`src/rtl/ddr_init_pkg.sv`:
```
`timescale 1ns/1ps
// Shared codes for the power-up sequencer.
// Assumes the controller reports its present state with the CST_* codes below.
package ddr_init_pkg;

    typedef enum logic [3:0] {
        CMD_NOP       = 4'd0,
        CMD_PRECHARGE = 4'd1,
        CMD_LOAD_MODE = 4'd2,
        CMD_REFRESH   = 4'd3,
        CMD_WRITE     = 4'd4,
        CMD_READ      = 4'd5
    } cmd_e;

    localparam logic [3:0] CST_IDLE      = 4'd0;
    localparam logic [3:0] CST_PRECHARGE = 4'd1;
    localparam logic [3:0] CST_LOAD      = 4'd2;
    localparam logic [3:0] CST_REFRESH   = 4'd3;
    localparam logic [3:0] CST_ACTIVE    = 4'd4;

    typedef enum logic [4:0] {
        ST_PWR, ST_NOP, ST_PRE1, ST_EMR, ST_EMR_GAP, ST_MR_RST, ST_LOCK,
        ST_PRE2, ST_RFS1, ST_RFS1_GAP, ST_RFS2, ST_RFS2_GAP, ST_MR_OP,
        ST_MR_GAP, ST_READY, ST_T_STEP, ST_T_WR, ST_T_WR_WAIT, ST_T_RD,
        ST_T_RD_WAIT, ST_T_DONE
    } seq_state_e;

    function automatic int unsigned max2(input int unsigned a, input int unsigned b);
        return (a > b) ? a : b;
    endfunction

endpackage

```
`src/rtl/seq_cycle_counter.sv`:
```
`timescale 1ns/1ps
// Free-running up counter that restarts at zero when clr is high.
// Assumes the caller never needs to count past 2**W-1 within one state.
module seq_cycle_counter #(
    parameter int W = 8
) (
    input  logic         clk,
    input  logic         rst_n,
    input  logic         clr,
    output logic [W-1:0] cnt
);

    // Count cycles spent in the current state.
    always_ff @(posedge clk) begin
        if (!rst_n)   cnt <= '0;
        else if (clr) cnt <= '0;
        else          cnt <= cnt + 1'b1;
    end

endmodule

```
`src/rtl/seq_lfsr.sv`:
```
`timescale 1ns/1ps
// Fibonacci LFSR: shifts left and feeds back the XOR of the masked bits.
// Assumes TAPS describes a maximal-length polynomial and SEED is non-zero.
module seq_lfsr #(
    parameter int            W    = 8,
    parameter logic [W-1:0]  TAPS = 8'hB8,
    parameter logic [W-1:0]  SEED = 8'h01
) (
    input  logic         clk,
    input  logic         rst_n,
    input  logic         step,
    output logic [W-1:0] q
);

    logic fb;

    // Feedback bit from the tap mask.
    always_comb fb = ^(q & TAPS);

    // Load the seed on reset, shift on request.
    always_ff @(posedge clk) begin
        if (!rst_n)    q <= SEED;
        else if (step) q <= {q[W-2:0], fb};
    end

endmodule

```
`src/rtl/seq_strobe_sync.sv`:
```
`timescale 1ns/1ps
// Two-stage synchroniser for the slow test strobe plus a rising-edge pulse.
// Assumes the strobe stays at each level for several clock cycles.
module seq_strobe_sync #(
    parameter int STAGES = 2
) (
    input  logic clk,
    input  logic rst_n,
    input  logic strobe_i,
    output logic level_o,
    output logic rise_o
);

    logic [STAGES-1:0] sync_q;
    logic              prev_q;

    // Resample the strobe into the clock domain.
    always_ff @(posedge clk) begin
        if (!rst_n) begin
            sync_q <= '0;
            prev_q <= 1'b0;
        end else begin
            sync_q <= {sync_q[STAGES-2:0], strobe_i};
            prev_q <= sync_q[STAGES-1];
        end
    end

    // Level and single-cycle rising-edge indication.
    always_comb begin
        level_o = sync_q[STAGES-1];
        rise_o  = sync_q[STAGES-1] & ~prev_q;
    end

endmodule

```
`src/rtl/ddr_init_seq.sv`:
```
`timescale 1ns/1ps
// Power-up sequencer for a DDR SDRAM command controller.
// Presents one command at a time and holds it until ctrl_state_i shows the
// controller executing it; counts stabilisation, DLL-lock, refresh and burst
// waits with one shared counter. Optional exercise phase after set-up.
// Assumes the controller leaves a refresh state within TRFC_CYC cycles and
// passes through ACTIVE exactly once per WRITE or READ.
module ddr_init_seq
    import ddr_init_pkg::*;
#(
    parameter int                CLK_MHZ     = 100,
    parameter int                PWR_US      = 200,
    parameter int                LOCK_CYC    = 200,
    parameter int                TRFC_CYC    = 10,
    parameter int                BURST_CYC   = 4,
    parameter int                ADDR_W      = 23,
    parameter int                BANK_W      = 2,
    parameter int                MODE_W      = 12,
    parameter logic [MODE_W-1:0] MODE_WORD   = 12'h022,
    parameter logic [MODE_W-1:0] EXT_WORD    = 12'h000,
    parameter int                DLL_RST_BIT = 8,
    parameter int                PRE_ALL_BIT = 10,
    parameter int                DATA_W      = 8,
    parameter logic [DATA_W-1:0] LFSR_TAPS   = 8'hB8,
    parameter logic [DATA_W-1:0] LFSR_SEED   = 8'h01,
    parameter bit                TEST_EN     = 1'b1
) (
    input  logic              clk,
    input  logic              rst_n,
    input  logic [3:0]        ctrl_state_i,
    input  logic              test_strobe_i,
    output logic [3:0]        cmd_o,
    output logic [ADDR_W-1:0] addr_o,
    output logic [DATA_W-1:0] wdata_o,
    output logic              init_done_o
);

    localparam int PWR_CYC = CLK_MHZ * PWR_US;
    localparam int CNT_MAX = max2(max2(PWR_CYC, LOCK_CYC), max2(TRFC_CYC, BURST_CYC));
    localparam int CNT_W   = $clog2(CNT_MAX + 1);
    localparam int BANK_LSB = ADDR_W - BANK_W;

    localparam logic [CNT_W-1:0] PWR_LAST   = CNT_W'(PWR_CYC - 1);
    localparam logic [CNT_W-1:0] LOCK_LAST  = CNT_W'(LOCK_CYC - 1);
    localparam logic [CNT_W-1:0] TRFC_LAST  = CNT_W'(TRFC_CYC - 1);
    localparam logic [CNT_W-1:0] BURST_LAST = CNT_W'(BURST_CYC - 1);

    seq_state_e         state_q, state_nxt;
    logic [CNT_W-1:0]   cnt;
    logic               cnt_clr;
    logic               strobe_lvl, strobe_rise;
    logic               lfsr_step;
    logic [BANK_W-1:0]  bank_q;
    logic               bank_inc;
    logic               done_q;
    cmd_e               cmd_c;
    logic [ADDR_W-1:0]  addr_c;

    seq_cycle_counter #(.W(CNT_W)) u_cnt (
        .clk   (clk),
        .rst_n (rst_n),
        .clr   (cnt_clr),
        .cnt   (cnt)
    );

    seq_lfsr #(.W(DATA_W), .TAPS(LFSR_TAPS), .SEED(LFSR_SEED)) u_lfsr (
        .clk   (clk),
        .rst_n (rst_n),
        .step  (lfsr_step),
        .q     (wdata_o)
    );

    seq_strobe_sync #(.STAGES(2)) u_strobe (
        .clk      (clk),
        .rst_n    (rst_n),
        .strobe_i (test_strobe_i),
        .level_o  (strobe_lvl),
        .rise_o   (strobe_rise)
    );

    // Next-state selection: handshake on controller state or counter expiry.
    always_comb begin
        state_nxt = state_q;
        unique case (state_q)
            ST_PWR:       if (cnt == PWR_LAST) state_nxt = ST_NOP;
            ST_NOP:       state_nxt = ST_PRE1;
            ST_PRE1:      if (ctrl_state_i == CST_PRECHARGE) state_nxt = ST_EMR;
            ST_EMR:       if (ctrl_state_i == CST_LOAD) state_nxt = ST_EMR_GAP;
            ST_EMR_GAP:   if (ctrl_state_i == CST_IDLE) state_nxt = ST_MR_RST;
            ST_MR_RST:    if (ctrl_state_i == CST_LOAD) state_nxt = ST_LOCK;
            ST_LOCK:      if (cnt == LOCK_LAST) state_nxt = ST_PRE2;
            ST_PRE2:      if (ctrl_state_i == CST_PRECHARGE) state_nxt = ST_RFS1;
            ST_RFS1:      if (ctrl_state_i == CST_REFRESH) state_nxt = ST_RFS1_GAP;
            ST_RFS1_GAP:  if (cnt == TRFC_LAST) state_nxt = ST_RFS2;
            ST_RFS2:      if (ctrl_state_i == CST_REFRESH) state_nxt = ST_RFS2_GAP;
            ST_RFS2_GAP:  if (cnt == TRFC_LAST) state_nxt = ST_MR_OP;
            ST_MR_OP:     if (ctrl_state_i == CST_LOAD) state_nxt = ST_MR_GAP;
            ST_MR_GAP:    if (ctrl_state_i == CST_IDLE) state_nxt = ST_READY;
            ST_READY:     if (TEST_EN && strobe_rise) state_nxt = ST_T_STEP;
            ST_T_STEP:    state_nxt = ST_T_WR;
            ST_T_WR:      if (ctrl_state_i == CST_ACTIVE) state_nxt = ST_T_WR_WAIT;
            ST_T_WR_WAIT: if (cnt == BURST_LAST) state_nxt = ST_T_RD;
            ST_T_RD:      if (ctrl_state_i == CST_ACTIVE) state_nxt = ST_T_RD_WAIT;
            ST_T_RD_WAIT: if (cnt == BURST_LAST) state_nxt = ST_T_DONE;
            ST_T_DONE:    if (!strobe_lvl) state_nxt = ST_READY;
            default:      state_nxt = ST_PWR;
        endcase
    end

    // Side strobes derived from the current state and transition.
    always_comb begin
        cnt_clr   = (state_nxt != state_q);
        lfsr_step = (state_q == ST_T_STEP);
        bank_inc  = (state_q == ST_T_RD_WAIT) && (state_nxt == ST_T_DONE);
    end

    // State, bank counter and ready flag registers.
    always_ff @(posedge clk) begin
        if (!rst_n) begin
            state_q <= ST_PWR;
            bank_q  <= '0;
            done_q  <= 1'b0;
        end else begin
            state_q <= state_nxt;
            if (bank_inc) bank_q <= bank_q + 1'b1;
            if (state_nxt == ST_READY) done_q <= 1'b1;
        end
    end

    // Command code and address requested in each state.
    always_comb begin
        cmd_c  = CMD_NOP;
        addr_c = '0;
        unique case (state_q)
            ST_PRE1, ST_PRE2: begin
                cmd_c = CMD_PRECHARGE;
                addr_c[PRE_ALL_BIT] = 1'b1;
            end
            ST_EMR: begin
                cmd_c = CMD_LOAD_MODE;
                addr_c[ADDR_W-1:BANK_LSB] = BANK_W'(1);
                addr_c[MODE_W-1:0] = EXT_WORD;
            end
            ST_MR_RST: begin
                cmd_c = CMD_LOAD_MODE;
                addr_c[MODE_W-1:0] = MODE_WORD;
                addr_c[DLL_RST_BIT] = 1'b1;
            end
            ST_MR_OP: begin
                cmd_c = CMD_LOAD_MODE;
                addr_c[MODE_W-1:0] = MODE_WORD;
            end
            ST_RFS1, ST_RFS2: cmd_c = CMD_REFRESH;
            ST_T_WR: begin
                cmd_c = CMD_WRITE;
                addr_c[ADDR_W-1:BANK_LSB] = bank_q;
            end
            ST_T_RD: begin
                cmd_c = CMD_READ;
                addr_c[ADDR_W-1:BANK_LSB] = bank_q;
            end
            default: begin
                cmd_c  = CMD_NOP;
                addr_c = '0;
            end
        endcase
    end

    // Drive the ports.
    always_comb begin
        cmd_o       = cmd_c;
        addr_o      = addr_c;
        init_done_o = done_q;
    end

endmodule

```
`config.mk`:
```
export PLATFORM = sky130hd
export DESIGN_NAME = ddr_init_seq
export DESIGN_NICKNAME = d
export VERILOG_FILES = /design/src/rtl/ddr_init_pkg.sv /design/src/rtl/seq_cycle_counter.sv /design/src/rtl/seq_lfsr.sv /design/src/rtl/seq_strobe_sync.sv /design/src/rtl/ddr_init_seq.sv
export SDC_FILE = /design/constraint.sdc
export NUM_CORES = 1
export LEC_CHECK = 0
export ABC_AREA = 1
export BUFFER_PORTS_ARGS = -buffer_cell sky130_fd_sc_hd__buf_2
export CAP_MARGIN = 20
export CORE_MARGIN = 5
export CORE_UTILIZATION = 30
export CTS_CLUSTER_SIZE = 14
export DETAILED_ROUTE_END_ITERATION = 8
export SKIP_CTS_REPAIR_TIMING = 1
export SYNTH_ARGS = -nofsm -noshare
export SYNTH_HDL_FRONTEND = slang
export SYNTH_SLANG_ARGS = --single-unit
```
`constraint.sdc`:
```
create_clock -name clk -period 1.9 [get_ports clk]
set_clock_uncertainty 0.15 [all_clocks]
set_input_delay 0.095 -clock clk [delete_from_list [all_inputs] [get_ports clk]]
set_output_delay 0.095 -clock clk [all_outputs]
set_load 0.02 [all_outputs]
```
==> metrics.md, run 1 <==
| Metric | Value |
|---|---|
| Syn Inst Count | `354` |
| Status | `finished with violations` |
| Endpoints failing setup | `16` |
| CP Cell Sequence | `buf_6 -> nor2_4 -> nand2_2 -> nor2_4 -> nand3_2 -> and3_4 -> nand4_1 -> nand2_1 -> nand2_2 -> clkbuf_16 -> nor2_2` |
| Drt drc | `0` |
| Netlist cell types | `33` |
| Ratio of cells with drive above 1 in the final layout | `39.8%` |
| Initial antenna violation count | `0` |
| Crit path launch type | `flop` |
| Clock Sinks | `34` |
| Placer Congestion | `0.900` |
| First-pass GRT wire length | `9740 um` |
| Die Span X | `98.6 um` |
| Longest Clk Path Bufs | `2` |
| Setup crit start | `state_q[3]` |
| CP Max Fanout | `7` |
| HP Class | `primary input to flop` |
| Max incr delay on CP | `0.38 ns` |
| Area Overhead vs Synth | `36.2%` |
| Most common cell after layout, fill and taps aside | `nand2_1` |
| Aggregate global routing overflow | `0` |
| DP Wirelength | `4490 um` |
| Via density | `4.48` |
| Slack of the critical path | `-0.0963 ns` |
| Most frequent cells in the layout | `53 x nand2_1, 49 x nor2_1, 45 x buf_4` |
| Cell Pwr Density | `419 mW/mm2` |
| Synthesized flop and latch total | `34` |
| Max-cap violations | `0` |
| Die Footprint | `0.00972 mm2` |
| Ys flop type | `dfxtp_1` |
| Async S/R FF share, synth | `0%` |
| Lkg Pwr | `1.55 nW` |
| Vias | `2,384` |
| Slowest cell on the critical path | `dfxtp_4` |
| WL final | `6160 um` |
| Final period utilization | `105%` |
| Hold Crit Start | `rst_n` |
| Avg WL per Cell | `11.6 um` |
| Initial Util | `30.6%` |
| Nature of the critical path endpoint | `flop` |
| Vias in the first global route | `2,163` |
| Fin nets | `440` |
| Max Slew Vio Count | `0` |
| Htree depth | `2` |
| VDD IR max | `0.190 mV` |
| Final hold violation count | `0` |
| Root Buffer | `clkbuf_8` |
| CTS tree | `built` |
| Cell Area, Synth | `0.00235 mm2` |
| Area of the core | `0.00769 mm2` |
| PortBufs | `24` |
| Worst EP required | `1.92 ns` |
| CTS buffer count | `5` |
| Maximum clock rate | `501 MHz` |
| Clock-pin slew on the worst setup and hold paths | `0.08 ns` |
| Worst skew pair latency | `0.29 ns` |
| Reg-to-reg critical path startpoint | `state_q[3]` |
| ANT cells | `0` |
| Arr. time, crit path | `2.02 ns` |
| Synth warn | `0` |
| Post-synth EDFFs | `0` |
| RSZ-0062 raised after global routing | `true` |
| Total power | `1.34 mW` |
| Core Rows | `32` |
| Hold WS | `0.0132 ns` |
| Number of antenna-violating nets in the routed design | `0` |
| Failing checks | `setup timing` |
| Post-synthesis sequential area ratio | `28.9%` |
| Syn Area/Cell | `6.65 um2` |
| Largest net degree at the start of global routing | `19` |
| Initial DRC Count | `133` |
| Top Ports | `43` |
| Min Tclk post-route | `2.00 ns` |
| GRT Total Usage | `12.1%` |
| Crit Path Category | `flop to flop` |
| Number of iterations in the first detailed-routing pass | `6` |
| Die height | `98.6 um` |
## layout make-up
| class | instances | area [um2] |
|---|---|---|
| Fill cell | 776 | 4480 |
| Multi-Input combinational cell | 269 | 1540 |
| Sequential cell | 34 | 699 |
| Timing Repair Buffer | 78 | 593 |
| Inverter | 42 | 165 |
| Tap cell | 102 | 128 |
| Clock buffer | 5 | 68.8 |
| Clock inverter | 2 | 10.0 |
## worst paths after layout
path | end | slack (ns) | cells after the start
hold / removal | state_q[0] | 0.01 | 3
hold reg to reg | u_strobe.sync_q[1] | 0.27 | 2
setup / recovery | u_cnt.cnt[5] | -0.1 | 11
setup reg to reg | u_cnt.cnt[5] | -0.1 | 11
## stage by stage
stage	util (%)	setup TNS (ns)	worst slack, ns	instances	cell area, um2
after floorplan	-	0	0.0324	371	2420
after global placement	36.4	-0.309	-0.0276	513	2800
after detailed placement	36.4	-0.769	-0.0636	513	2800
after CTS	37.4	-0.961	-0.0764	520	2880
after global routing	41.7	-2.81	-0.192	532	3200
final	41.7	-1.28	-0.0963	532	3200
## per-layer routing
metal	GRT usage [%]	wire [um]	vias to the layer above
met5	0	0	-
met4	5.99	213	0
met3	2.69	464	18
met2	18.5	2890	89
met1	16.0	2590	1050
li1	-	-	1227
## flip-flops by register name, indices dropped and copies added, names as in the netlist
signal           count
u_cnt.cnt           15
u_lfsr.q             8
state_q              5
bank_q               2
u_strobe.sync_q      2
init_done_o          1
u_strobe.prev_q      1
## synthesized netlist by cell type (4+ instances only)
master,count,area share [%]
a21oi_1,8,1.7
buf_4,19,6.1
dfxtp_1,34,29
inv_1,32,5.1
inv_2,10,1.6
nand2_1,59,9.4
nand2_2,7,1.9
nand3_1,21,4.5
nand4_1,8,2.1
nor2_1,66,11
nor2_2,22,5.8
nor2_4,4,1.9
nor3_1,5,1.1
o21ai_0,15,3.2
xnor2_1,7,2.6
xor2_1,9,3.3
## critical path, delay by kind of cell (launching register included)
kind                   cells  cell delay, ns
DFF                        1            0.38
buffers and inverters      2            0.29
and+or+nand+nor            9            1.06
## kinds of logic (layout without fill, tap and decap cells)
logic type / Yosys count / after routing / share of synthesized area, %
XOR/XNOR: 16 / 16 / 5.95
adder cells (fa/ha/maj): 3 / 3 / 1.60
AND/OR/NAND/NOR: 202 / 202 / 41.3
AO/OA/AOI/OAI: 30 / 30 / 7.07
flip-flops: 34 / 34 / 28.9
buffers and inverters: 68 / 127 / 15.0
other: 1 / 18 / 0.159
## report_power, final
group	switching, mW	total, mW	internal (mW)
clock network	0.254	0.500	0.246
registers	0.00870	0.725	0.716
logic	0.0796	0.119	0.0399
(Power assumes the default switching activity.)
==> run 2, diff against run 1 <==
- PLACE_DENSITY: default -> 0.61
- SETUP_SLACK_MARGIN: default -> 0.15
==> run 2 against run 1 <==
  * The run still ends with setup timing left
  * Non-clock buffer count is 2 higher
  * Global-route usage is 0.19 points lower
  * Via count is 1.5% higher
  * Critical path type unchanged
  * Largest cell class unchanged
==> metrics.md, run 2 (synthesis gave the netlist of run 1 again) <==
| Metric | Value |
|---|---|
| DP Area | `0.00286 mm2` |
| DP Wirelength | `4670 um` |
| Largest regs | `u_cnt.cnt: 15 flops, u_lfsr.q: 8 flops, state_q: 5 flops` |
| GRT Total Usage | `11.9%` |
| Comb power frac | `7.6%` |
| Initial DRC Count | `112` |
| Htree depth | `2` |
| Slack of the critical path | `-0.0901 ns` |
| Most used cell, CP | `nor2_1` |
| Area Overhead vs Synth | `45.2%` |
| Root Buffer | `clkbuf_8` |
| Area of the core | `0.00769 mm2` |
| Crit path max-delay family | `simple AND/OR/NAND/NOR gates` |
| CTS buffer count | `5` |
| Seq pwr share | `45.4%` |
| Top Ports | `43` |
| Max reg flops | `15` |
| Post-route cell area | `0.00342 mm2` |
| CTS tree | `built` |
| ANT cells | `0` |
| Failing checks | `setup timing` |
| Endpoints failing setup | `16` |
| Worst EP required | `1.93 ns` |
| Worst skew pair latency | `0.28 ns` |
| CP Max Fanout | `7` |
| Die Span X | `98.6 um` |
| Finished Core Util | `44.4%` |
| Clock Sinks | `34` |
| Top reg by flops | `u_cnt.cnt` |
| Most frequent cells in the layout | `52 x nand2_1, 51 x nor2_1, 49 x buf_4` |
| Ratio of cells with drive above 1 in the final layout | `40.9%` |
| Switching pwr | `0.367 mW` |
| RSZ-0062 raised after global routing | `true` |
| Fill cell total of the finished layout | `768` |
| Most common cell after layout, fill and taps aside | `nand2_1` |
| CP Cell Sequence | `inv_4 -> nor2_4 -> buf_4 -> nand2_4 -> nor2_1 -> nor2_1 -> nand3_1 -> nor2_2 -> nand3_2 -> nand2_1 -> nand2_2 -> nand2_4 -> clkbuf_16 -> nor2_1` |
| Buf+Inv Stages, Crit Path | `3` |
| Number of antenna-violating nets in the routed design | `0` |
| Max incr delay on CP | `0.39 ns` |
| P_int | `1.23 mW` |
| Slowest cell on the critical path | `dfxtp_4` |
| PortBufs | `24` |
| Total power | `1.59 mW` |
| Max Slew Vio Count | `0` |
| Drt drc | `0` |
| Vias in the first global route | `2,179` |
| Worst slack, placed | `-0.0356 ns` |
| Crit path launch type | `flop` |
| Placer Congestion | `0.956` |
| Vias | `2,420` |
| Avg WL per Cell | `11.9 um` |
| Nature of the critical path endpoint | `flop` |
| Cell Pwr Density | `466 mW/mm2` |
| Setup TNS Final | `-1.07 ns` |
| Via density | `4.52` |
| Maximum clock rate | `502 MHz` |
| Initial Util | `30.6%` |
| Longest Clk Path Bufs | `2` |
| HP Class | `primary input to flop` |
| Placed cells | `509` |
| Die height | `98.6 um` |
| Number of iterations in the first detailed-routing pass | `4` |
| Lkg Pwr | `1.63 nW` |
| Max-cap violations | `0` |
| Layout Cells excl Fill | `535` |
| WL final | `6350 um` |
| First-pass GRT wire length | `9740 um` |
| VDD IR max | `0.371 mV` |
| Clock-pin slew on the worst setup and hold paths | `0.07 ns` |
| Largest net degree at the start of global routing | `19` |
| Fin nets | `442` |
| Clock share of power | `47.0%` |
| Status | `finished with violations` |
| Final period utilization | `105%` |
| Hold WS | `0.0286 ns` |
| Switching share of power | `23.0%` |
| Aggregate global routing overflow | `0` |
| Min Tclk post-route | `1.99 ns` |
| Crit Path Category | `flop to flop` |
| Final hold violation count | `0` |
| Arr. time, crit path | `2.02 ns` |
| Core Rows | `32` |
| Die Footprint | `0.00972 mm2` |
| Initial antenna violation count | `0` |
==> run 2: changes by cell type in the layout (fill, tap and decap cells not counted), sizes merged <==
cell	previous run	this run
bufinv	0	1
clkbuf	6	7
clkinv	2	1
buf	76	78
==> run 2: area by class of cell <==
cell class	instances	area (um2)	area share (%)
Tap cell	102	128	3.73
Clock inverter	2	38.8	1.14
Multi-Input combinational cell	269	1630	47.6
Inverter	42	178	5.20
Sequential cell	34	713	20.9
Timing Repair Buffer	80	641	18.7
Clock buffer	6	93.8	2.75
==> run 2: worst paths after layout <==
path	startpoint	slack [ns]	cells after the start	to
max	state_q[2]	-0.09	14	u_cnt.cnt[8]
min	rst_n	0.03	3	state_q[0]
max reg2reg	state_q[2]	-0.09	14	u_cnt.cnt[8]
min reg2reg	u_strobe.sync_q[0]	0.27	2	u_strobe.sync_q[1]
==> run 2: per-layer routing <==
| layer | vias up | GRT usage, % | part of all wire [%] |
|---|---|---|---|
| met5 | - | 0 | 0 |
| met4 | 0 | 4.41 | 2.0 |
| met3 | 12 | 2.05 | 4.8 |
| met2 | 65 | 19.5 | 47 |
| met1 | 1110 | 15.6 | 46 |
| li1 | 1233 | - | - |
==> run 2: power by group through the flow <==
stage	combinational (mW)	sequential [mW]	clock, mW
final	0.121	0.724	0.748
after detailed placement	0.109	0.748	0
after global routing	0.133	0.725	0.804
after CTS	0.110	0.731	0.775
after floorplan	0.111	0.744	0
after global placement	0.108	0.748	0
==> run 2: worst register-to-register path: stages (launching register included) <==
cell and delay [ns]:
dfxtp_4 0.39, inv_4 0.07, nor2_4 0.05, buf_4 0.14
nand2_4 0.07, nor2_1 0.04, nor2_1 0.15, nand3_1 0.11
nor2_2 0.16, nand3_2 0.10, nand2_1 0.09, nand2_2 0.07
nand2_4 0.08, clkbuf_16 0.16, nor2_1 0.04
==> run 3, diff against run 2 <==
- PLACE_DENSITY: 0.61 -> 0.6
==> run 3 against run 2 <==
  * The flow still finishes with violations (setup timing)
  * Total power shrank 11%
  * Non-clock buffer count is 11 lower
  * Setup slack improved by 0.033 ns
  * Clock power is 24% lower
  * Critical path type unchanged
  * Critical endpoint is now u_cnt.cnt[4]
  * Largest power group is now registers
==> metrics.md, run 3 (synthesis gave the netlist of run 1 again) <==
| Metric | Value |
|---|---|
| Largest net degree at the start of global routing | `19` |
| Top reg by flops | `u_cnt.cnt` |
| Top Ports | `43` |
| CTS tree | `built` |
| Met3 usage | `1.84%` |
| Most common cell after layout, fill and taps aside | `nor2_1` |
| Maximum clock rate | `511 MHz` |
| Max Slew Vio Count | `0` |
| Fill cell total of the finished layout | `815` |
| Drt drc | `0` |
| HP Class | `primary input to flop` |
| WL final | `5980 um` |
| Core Rows | `32` |
| Max reg flops | `15` |
| Number of antenna-violating nets in the routed design | `0` |
| Worst EP required | `1.93 ns` |
| Ratio of cells with drive above 1 in the final layout | `37.4%` |
| Max-cap violations | `0` |
| RSZ-0062 raised after global routing | `true` |
| Hold endpoint | `u_strobe.sync_q[0]` |
| Crit Path Category | `flop to flop` |
| Die Footprint | `0.00972 mm2` |
| Slack of the critical path | `-0.0571 ns` |
| Root Buffer | `clkbuf_8` |
| GRT Max-Usage Layer | `met2` |
| Lkg Pwr | `1.51 nW` |
| Reg2reg setup slack | `-0.06 ns` |
| Initial antenna violation count | `0` |
| Aggregate global routing overflow | `0` |
| Clock Sinks | `34` |
| First-pass GRT wire length | `9510 um` |
| DP Area | `0.00282 mm2` |
| Min Tclk post-route | `1.96 ns` |
| PortBufs | `24` |
| R2R depth | `14` |
| Met2 GRT Util | `18.8%` |
| Final period utilization | `103%` |
| ANT cells | `0` |
| Worst slack, placed | `-0.0719 ns` |
| Reg-to-reg critical path startpoint | `state_q[1]` |
| GRT Total Usage | `11.8%` |
| Hold depth | `3` |
| Endpoints failing setup | `16` |
| Worst skew pair latency | `0.29 ns` |
| Via density | `4.45` |
| Failing checks | `setup timing` |
| Die Span X | `98.6 um` |
| Finished Core Util | `41.6%` |
| Nature of the critical path endpoint | `flop` |
| Die height | `98.6 um` |
| Area of the core | `0.00769 mm2` |
| Htree depth | `2` |
| Hold Crit Start | `rst_n` |
| Initial Util | `30.6%` |
| Clock-pin slew on the worst setup and hold paths | `0.07 ns` |
| Placer Congestion | `0.977` |
| Fin nets | `431` |
| VDD IR max | `0.338 mV` |
| Avg WL per Cell | `11.4 um` |
| Hold WS | `0.0105 ns` |
| Crit path launch type | `flop` |
| Cell Pwr Density | `442 mW/mm2` |
| CP Max Fanout | `7` |
| Arr. time, crit path | `1.99 ns` |
| Final hold violation count | `0` |
| DP Wirelength | `4680 um` |
| Longest Clk Path Bufs | `2` |
| Post-route cell area | `0.00320 mm2` |
| Area Overhead vs Synth | `35.8%` |
| Initial DRC Count | `95` |
| Number of iterations in the first detailed-routing pass | `4` |
| Vias in the first global route | `2,080` |
| CTS buffer count | `5` |
| Most frequent cells in the layout | `56 x nor2_1, 55 x nand2_1, 39 x buf_4` |
| Status | `finished with violations` |
| Worst r2r dst | `u_cnt.cnt[4]` |
| GR Util met1 | `15.9%` |
| Largest regs | `u_cnt.cnt: 15 flops, u_lfsr.q: 8 flops, state_q: 5 flops` |
| Vias | `2,330` |
[run 3: power breakdown]
part           internal, mW  switching [mW]
Sequential            0.714          0.0107
Combinational        0.0439          0.0803
Clock                 0.291           0.273
[run 3: per-stage QoR]
stage,setup TNS (ns),instances,total power [mW]
floorplan,0,371,0.855
global placement,-0.818,504,0.856
detailed placement,-0.900,504,0.857
CTS,-1.36,512,1.43
global route,-2.44,524,1.48
finish,-0.699,524,1.41
[run 3: per-layer routing]
metal | vias to the layer above | part of all wire [%]
met1 | 1058 | 48
li1 | 1210 | -
met4 | 0 | 1.2
met2 | 58 | 47
met3 | 4 | 4.3
met5 | - | 0
[run 3: worst max-delay path by stage]
stage	startpoint	endpoint	slack [ns]	cells past startpoint
after floorplan	state_q[4]	u_cnt.cnt[0]	0.14	15
after global placement	state_q[0]	u_cnt.cnt[8]	-0.06	14
after detailed placement	state_q[0]	u_cnt.cnt[10]	-0.07	14
after CTS	state_q[0]	u_cnt.cnt[10]	-0.10	14
after global routing	state_q[1]	u_cnt.cnt[4]	-0.16	14
final	state_q[1]	u_cnt.cnt[4]	-0.06	14
[run 3: critical path, stage by stage (launching register included)]
cell	delay [ns]
dfxtp_4	0.42
inv_4	0.06
nand2_4	0.07
nor2_4	0.04
nand2_2	0.08
nor2_1	0.05
nor2_1	0.16
nand3_1	0.11
nor2_2	0.16
nand3_2	0.10
nand2_1	0.09
nand2_1	0.08
nand2_2	0.11
clkbuf_16	0.17
nor2_2	0.03
[run 3: cell type report]
| cell class | instances | area (um2) | share of cell area, % |
|---|---|---|---|
| Multi-Input combinational cell | 269 | 1540 | 48.2 |
| Inverter | 42 | 173 | 5.40 |
| Clock buffer | 6 | 82.6 | 2.58 |
| Tap cell | 102 | 128 | 3.99 |
| Sequential cell | 34 | 709 | 22.2 |
| Clock inverter | 2 | 12.5 | 0.392 |
| Timing Repair Buffer | 69 | 552 | 17.3 |
